==> config.mk <==
export PLATFORM = sky130hd
export DESIGN_NAME = lcd_mux_timing
export DESIGN_NICKNAME = d
export VERILOG_FILES = /design/src/rtl/lcd_mux_pkg.sv /design/src/rtl/lcd_clk_div.sv /design/src/rtl/lcd_phase_seq.sv /design/src/rtl/lcd_level_map.sv /design/src/rtl/lcd_mux_timing.sv
export SDC_FILE = /design/constraint.sdc
export NUM_CORES = 1
export LEC_CHECK = 0
export BUFFER_PORTS_ARGS = -buffer_cell sky130_fd_sc_hd__buf_2
export CAP_MARGIN = 10
export CORE_ASPECT_RATIO = 0.5
export CORE_MARGIN = 2
export CORE_UTILIZATION = 35
export CTS_CLUSTER_SIZE = 20
export DETAILED_ROUTE_END_ITERATION = 10
export GPL_ROUTABILITY_DRIVEN = 0
export PLACE_DENSITY = 0.66
export REMOVE_ABC_BUFFERS = 1
export SKIP_LAST_GASP = 1
export SYNTH_ARGS = -nofsm -noshare
export SYNTH_HDL_FRONTEND = slang
export SYNTH_HIERARCHICAL = 1
export SYNTH_SLANG_ARGS = --single-unit
==> constraint.sdc <==
create_clock -name clk -period 2.7 [get_ports clk]
set_clock_uncertainty 0.15 [all_clocks]
set_input_delay 0.27 -clock clk [delete_from_list [all_inputs] [get_ports clk]]
set_output_delay 0.27 -clock clk [all_outputs]
set_load 0.01 [all_outputs]
==> src/rtl/lcd_mux_pkg.sv <==
package lcd_mux_pkg;

  // Bias encodings on bias_sel; the value 3 behaves as one-third.
  localparam logic [1:0] BIAS_STATIC = 2'd0;
  localparam logic [1:0] BIAS_HALF   = 2'd1;

  // Level code for one pin. Positive polarity is built first, then mirrored.
  // With one-half bias the two middle codes merge onto code 2.
  function automatic logic [1:0] drive_code(input logic [1:0] bias,
                                            input logic       pol,
                                            input logic       is_com,
                                            input logic       sel);
    logic [1:0] c;
    if (is_com)
      c = sel ? 2'd3 : ((bias == BIAS_STATIC) ? 2'd3 :
                        (bias == BIAS_HALF)   ? 2'd2 : 2'd1);
    else
      c = sel ? 2'd0 : ((bias == BIAS_STATIC) ? 2'd3 :
                        (bias == BIAS_HALF)   ? 2'd3 : 2'd2);
    if (pol) c = ~c;
    if (bias == BIAS_HALF && c == 2'd1) c = 2'd2;
    return c;
  endfunction

endpackage

==> src/rtl/lcd_clk_div.sv <==
module lcd_clk_div #(
  parameter int DIV = 4,
  localparam int PW = $clog2(DIV)
) (
  input  logic          clk,
  input  logic          rst_n,
  input  logic          load,
  output logic [PW-1:0] pres,
  output logic          tick,
  output logic          low_half
);

  // The prescaler keeps counting through reset, so the sync line can carry
  // a divided clock while the device is held in reset.
  always_ff @(posedge clk) begin
    if (load)      pres <= PW'(1);
    else if (tick) pres <= '0;
    else           pres <= pres + PW'(1);
  end

  assign tick     = (pres == PW'(DIV - 1));
  assign low_half = (pres < PW'(DIV / 2));

  generate
    if (DIV > 2) begin : g_spacing
      a_r2_tick_spacing: assert property (@(posedge clk) disable iff (!rst_n)
        tick |=> !tick)
        else $error("system clock enable on consecutive input clocks");
    end
  endgenerate

endmodule

==> src/rtl/lcd_phase_seq.sv <==
module lcd_phase_seq #(
  parameter int NCOM      = 4,
  parameter int PHASE_LEN = 4,
  localparam int CW = $clog2(NCOM),
  localparam int SW = (PHASE_LEN > 1) ? $clog2(PHASE_LEN) : 1
) (
  input  logic          clk,
  input  logic          rst_n,
  input  logic          tick,
  input  logic          restart,
  input  logic [CW-1:0] duty,
  output logic [CW-1:0] phase,
  output logic          pol,
  output logic          at_start
);

  logic [SW-1:0] slot;
  logic          phase_step;
  logic          frame_end;

  function automatic logic [CW-1:0] next_phase(input logic [CW-1:0] p,
                                               input logic [CW-1:0] last);
    return (p >= last) ? '0 : p + CW'(1);
  endfunction

  assign phase_step = tick && (slot == SW'(PHASE_LEN - 1));
  assign frame_end  = phase_step && (phase >= duty);
  assign at_start   = (slot == '0) && (phase == '0) && !pol;

  always_ff @(posedge clk or negedge rst_n) begin
    if (!rst_n) begin
      slot  <= '0;
      phase <= '0;
      pol   <= 1'b0;
    end else if (restart) begin
      slot  <= '0;
      phase <= '0;
      pol   <= 1'b0;
    end else if (tick) begin
      if (phase_step) begin
        slot  <= '0;
        phase <= next_phase(phase, duty);
        if (frame_end) pol <= ~pol;
      end else begin
        slot <= slot + SW'(1);
      end
    end
  end

  a_r1_phase_order: assert property (@(posedge clk) disable iff (!rst_n)
    (phase_step && !restart) |=> (phase == '0 || phase == $past(phase) + CW'(1)))
    else $error("phase did not step to the next common or wrap");

  a_r3_pol_hold: assert property (@(posedge clk) disable iff (!rst_n)
    (!frame_end && !restart) |=> $stable(pol))
    else $error("polarity changed away from a frame end");

  a_r2_slot_hold: assert property (@(posedge clk) disable iff (!rst_n)
    (!tick && !restart) |=> $stable(slot))
    else $error("slot moved without a system clock enable");

endmodule

==> src/rtl/lcd_level_map.sv <==
module lcd_level_map
  import lcd_mux_pkg::*;
#(
  parameter int NCOM = 4,
  parameter int NSEG = 32,
  localparam int CW = $clog2(NCOM)
) (
  input  logic [CW-1:0]        phase,
  input  logic                 pol,
  input  logic [CW-1:0]        duty,
  input  logic [1:0]           bias,
  input  logic [NCOM*NSEG-1:0] seg_bits,
  output logic [2*NCOM-1:0]    com_lvl,
  output logic [2*NSEG-1:0]    seg_lvl,
  output logic [NCOM-1:0]      com_sel
);

  logic            row_live;
  logic [NSEG-1:0] row;

  // Rows beyond the duty are never active (covers a duty cut mid-frame).
  assign row_live = (phase <= duty);
  assign row      = seg_bits[phase*NSEG +: NSEG];

  generate
    for (genvar c = 0; c < NCOM; c++) begin : g_com
      assign com_sel[c]       = row_live && (phase == CW'(c));
      assign com_lvl[2*c +: 2] = drive_code(bias, pol, 1'b1, com_sel[c]);
    end
    for (genvar s = 0; s < NSEG; s++) begin : g_seg
      assign seg_lvl[2*s +: 2] = drive_code(bias, pol, 1'b0, row_live && row[s]);
    end
  endgenerate

endmodule

==> src/rtl/lcd_mux_timing.sv <==
module lcd_mux_timing
  import lcd_mux_pkg::*;
#(
  parameter int NCOM      = 4,
  parameter int NSEG      = 32,
  parameter int CLK_DIV   = 4,
  parameter int PHASE_LEN = 4,
  localparam int CW = $clog2(NCOM),
  localparam int PW = $clog2(CLK_DIV)
) (
  input  logic                 clk,
  input  logic                 rst_n,
  input  logic [CW-1:0]        duty_sel,
  input  logic [1:0]           bias_sel,
  input  logic [NCOM*NSEG-1:0] seg_bits,
  input  logic                 sync_in,
  output logic                 sync_pull,
  output logic [CW-1:0]        cur_phase,
  output logic                 frame_pol,
  output logic [2*NCOM-1:0]    com_lvl,
  output logic [2*NSEG-1:0]    seg_lvl
);

  logic [PW-1:0]   pres;
  logic            tick;
  logic            low_half;
  logic            sync_q;
  logic            line_fall;
  logic            realign;
  logic            resync;
  logic            at_start;
  logic            frame_origin;
  logic [NCOM-1:0] com_sel;

  // Line history keeps running through reset so prescalers align there too.
  always_ff @(posedge clk) sync_q <= sync_in;

  assign line_fall    = sync_q && !sync_in;
  assign frame_origin = at_start && (pres == '0);
  assign realign      = line_fall && (rst_n ? !frame_origin : (pres != '0));
  assign resync       = realign && rst_n;
  assign sync_pull    = rst_n ? frame_origin : low_half;

  lcd_clk_div #(.DIV(CLK_DIV)) u_div (
    .clk      (clk),
    .rst_n    (rst_n),
    .load     (realign),
    .pres     (pres),
    .tick     (tick),
    .low_half (low_half)
  );

  lcd_phase_seq #(.NCOM(NCOM), .PHASE_LEN(PHASE_LEN)) u_seq (
    .clk      (clk),
    .rst_n    (rst_n),
    .tick     (tick),
    .restart  (resync),
    .duty     (duty_sel),
    .phase    (cur_phase),
    .pol      (frame_pol),
    .at_start (at_start)
  );

  lcd_level_map #(.NCOM(NCOM), .NSEG(NSEG)) u_map (
    .phase    (cur_phase),
    .pol      (frame_pol),
    .duty     (duty_sel),
    .bias     (bias_sel),
    .seg_bits (seg_bits),
    .com_lvl  (com_lvl),
    .seg_lvl  (seg_lvl),
    .com_sel  (com_sel)
  );

  a_r8_pulse_single: assert property (@(posedge clk) disable iff (!rst_n)
    sync_pull |=> !sync_pull)
    else $error("frame sync pulse wider than one clock");

  a_r9_restart_aligned: assert property (@(posedge clk) disable iff (!rst_n)
    resync |=> (at_start && pres == PW'(1)))
    else $error("restart did not land on the frame origin");

  a_r4_one_common: assert property (@(posedge clk) disable iff (!rst_n)
    $onehot0(com_sel))
    else $error("more than one common at select level");

endmodule

==> reports/metrics.csv <==
metric,value,unit
cellLeakagePower,2.12,nW
postSynthAreaPerCell,7.49,sq um
critical_path.max_stage_delay,0.48,ns
grt_setup_unrepaired,no,
cts_num_sinks,8,
grt_pass1_vias,3343,
dpl_worst_slack,0.274,ns
post_cts.repair.setup_buffers,0,
antennaDiodeCount,0,
power.ir.vdd_worst,392,uV
hold_path_class,in -> reg,
overall_die_area,10300,sq um
status,"complete, no violations",
drtIter0Drc,280,
fmax_achieved,391,MHz
cp.depth,7,
io_buffers,210,
initial_utilization,0.356,
route.vias.total,3771,
fin_tns_setup,0,ns
clock_tree_buf_depth,2,
die_w,142,um
reg2regPathDepth,7,
vias_per_cell,5.03,
worst_ep_arrival_time,2.14,ns
hold_end,sync_q,
crit_fanout,18,
synth.cell_area,3320,sq um
grt_first_pass_wirelength,16200,um
cts_buffers,3,
post_synth_inst_count,443,
drt-wirelength-per-cell,14.0,um
grt_antenna_before_repair,0,
floorplan.core_area,9320,sq um
flip_flop_and_latch_area,194,sq um
path_cells,ha_1 -> nor2b_4 -> o21ai_4 -> buf_6 -> o211ai_2 -> xor2_1 -> buf_2,
critPathSlowestCell,dfrtp_4,
path_clk_slew,0.04,ns
ff2ff_setup_slack,0.26,ns
tmin_final,2.56,ns
htree_levels,1,
path_delay_family,flip-flops,
final_layout_size_suffix_gt1_frac,0.438,
drv_slew,0,
largest_net_degree_at_the_start_of_global_routing,107,
final_wirelength,10500,um
die_height,72.9,um
worst_ep_required_time,2.28,ns
pin_count,211,
post-route-period-util,0.947,
holdCritStartpoint,sync_in,
report.final.setup_viol,0,
reg_to_reg_endpoint,u_seq/pol,
design_area,4410,sq um
cts.root.buffer_cell,clkbuf_16,
timing.critical_path.from_type,flop,
hold_viol_final,0,
fp-row-count,25,
cts_tree,built,
area_delta_synth_final,32.9,%
path_class,reg -> out,
timing.max_cap.violations,0,
clk-insertion-delay-late,0.23,ns
slew_at_the_pin_with_the_worst_max_slew_slack,0.624,ns
crit-reg2reg-launch,u_seq/phase[1],
synthesis.yosys.warnings,6,
globalRouteOverflowTotal,0,
timing.critical_path.to_type,primary output,
postLayoutSetupSlackWorst,0.143,ns
multi_input_comb_area,2770,sq um
filler_cell_count,964,
path_buf_inv,2,
p_per_area,737,nW/um^2
detail_route.first_pass.iterations,5,
timing.hold.worst_path_depth,1,
dpl.hpwl,8010,um
global_route.usage.total,0.188,
post-route-drc-count,0,
post_dp_cell_area,4310,sq um
nNetsFinal,772,
antenna_left,0,
timing.slew.headroom,0.583,
[final cells by class]
type | instances | area share
Multi-Input combinational cell | 382 | 0.627
Timing Repair Buffer | 222 | 0.267
Sequential cell | 8 | 0.0440
Tap cell | 121 | 0.0343
Clock buffer | 4 | 0.0179
Inverter | 12 | 0.0102
[stage by stage]
step | total power [mW] | utilization | hold WS (ns) | std cells
after detailed placement | 2.99 | 0.463 | -0.0289 | 744
after global routing | 3.54 | 0.473 | 0.0115 | 749
final | 3.25 | 0.473 | 0.00708 | 749
after floorplan | 1.94 | - | -0.176 | 402
after CTS | 3.27 | 0.472 | 0.00552 | 749
after global placement | 2.97 | 0.463 | -0.0248 | 744
[cell usage in the layout, fill, tap and decap left out, types with 2 or more instances in the layout]
cell and count:
xor2_1 64, nand2_1 132, buf_4 7, nor2_2 2, nor2_1 4, buf_6 2
a21oi_1 6, nor3b_1 3, buf_12 2, buf_2 210, and2_1 2, nand3_1 2
mux2i_1 33, o211ai_2 33, dfrtp_4 2, a211o_1 2, nand3b_1 2, nand2b_1 33
dfrtp_1 2, a221oi_2 3, inv_1 11, nand2b_4 2, nor2b_1 4, clkbuf_16 3
a32oi_1 32, ha_1 8, dfxtp_1 3, nor2b_4 2
[sequential cells by signal, indices dropped and copies added (netlist names)]
name and count:
sync_q 1, u_div/pres 2, u_seq/phase 2, u_seq/pol 1, u_seq/slot 2
[power breakdown]
| part | switching, mW | total (mW) | internal (mW) |
|---|---|---|---|
| registers | 0.0565 | 0.220 | 0.163 |
| clock network | 0.0619 | 0.259 | 0.197 |
| logic | 1.59 | 2.77 | 1.18 |
[timing repair]
item / CTS / global route
gates resized for setup: 0 / 2
endpoints found under the hold margin: 5 / 0
hold buffers: 1 / 0
setup endpoints to repair: 0 / 19
[routing by layer]
| metal | wire length, um | up-vias | global-route usage |
|---|---|---|---|
| li1 | - | 1905 | - |
| met1 | 4440 | 1745 | 0.243 |
| met2 | 5490 | 105 | 0.354 |
| met3 | 392 | 16 | 0.0118 |
| met4 | 175 | 0 | 0.0333 |
| met5 | 0 | - | 0 |
[worst max path at each step]
stage	slack, ns	start	to
2_1_floorplan	-3.37	u_seq/phase[1]	com_lvl[7]
3_3_place_gp	0.37	u_seq/phase[1]	u_seq/pol
4_1_cts	0.07	u_seq/phase[1]	seg_lvl[23]
3_5_place_dp	0.27	u_seq/phase[1]	u_seq/pol
5_1_grt	0.04	u_seq/phase[1]	seg_lvl[63]
6_report	0.14	u_seq/phase[1]	seg_lvl[23]
Power figures use the tool's default switching activity.
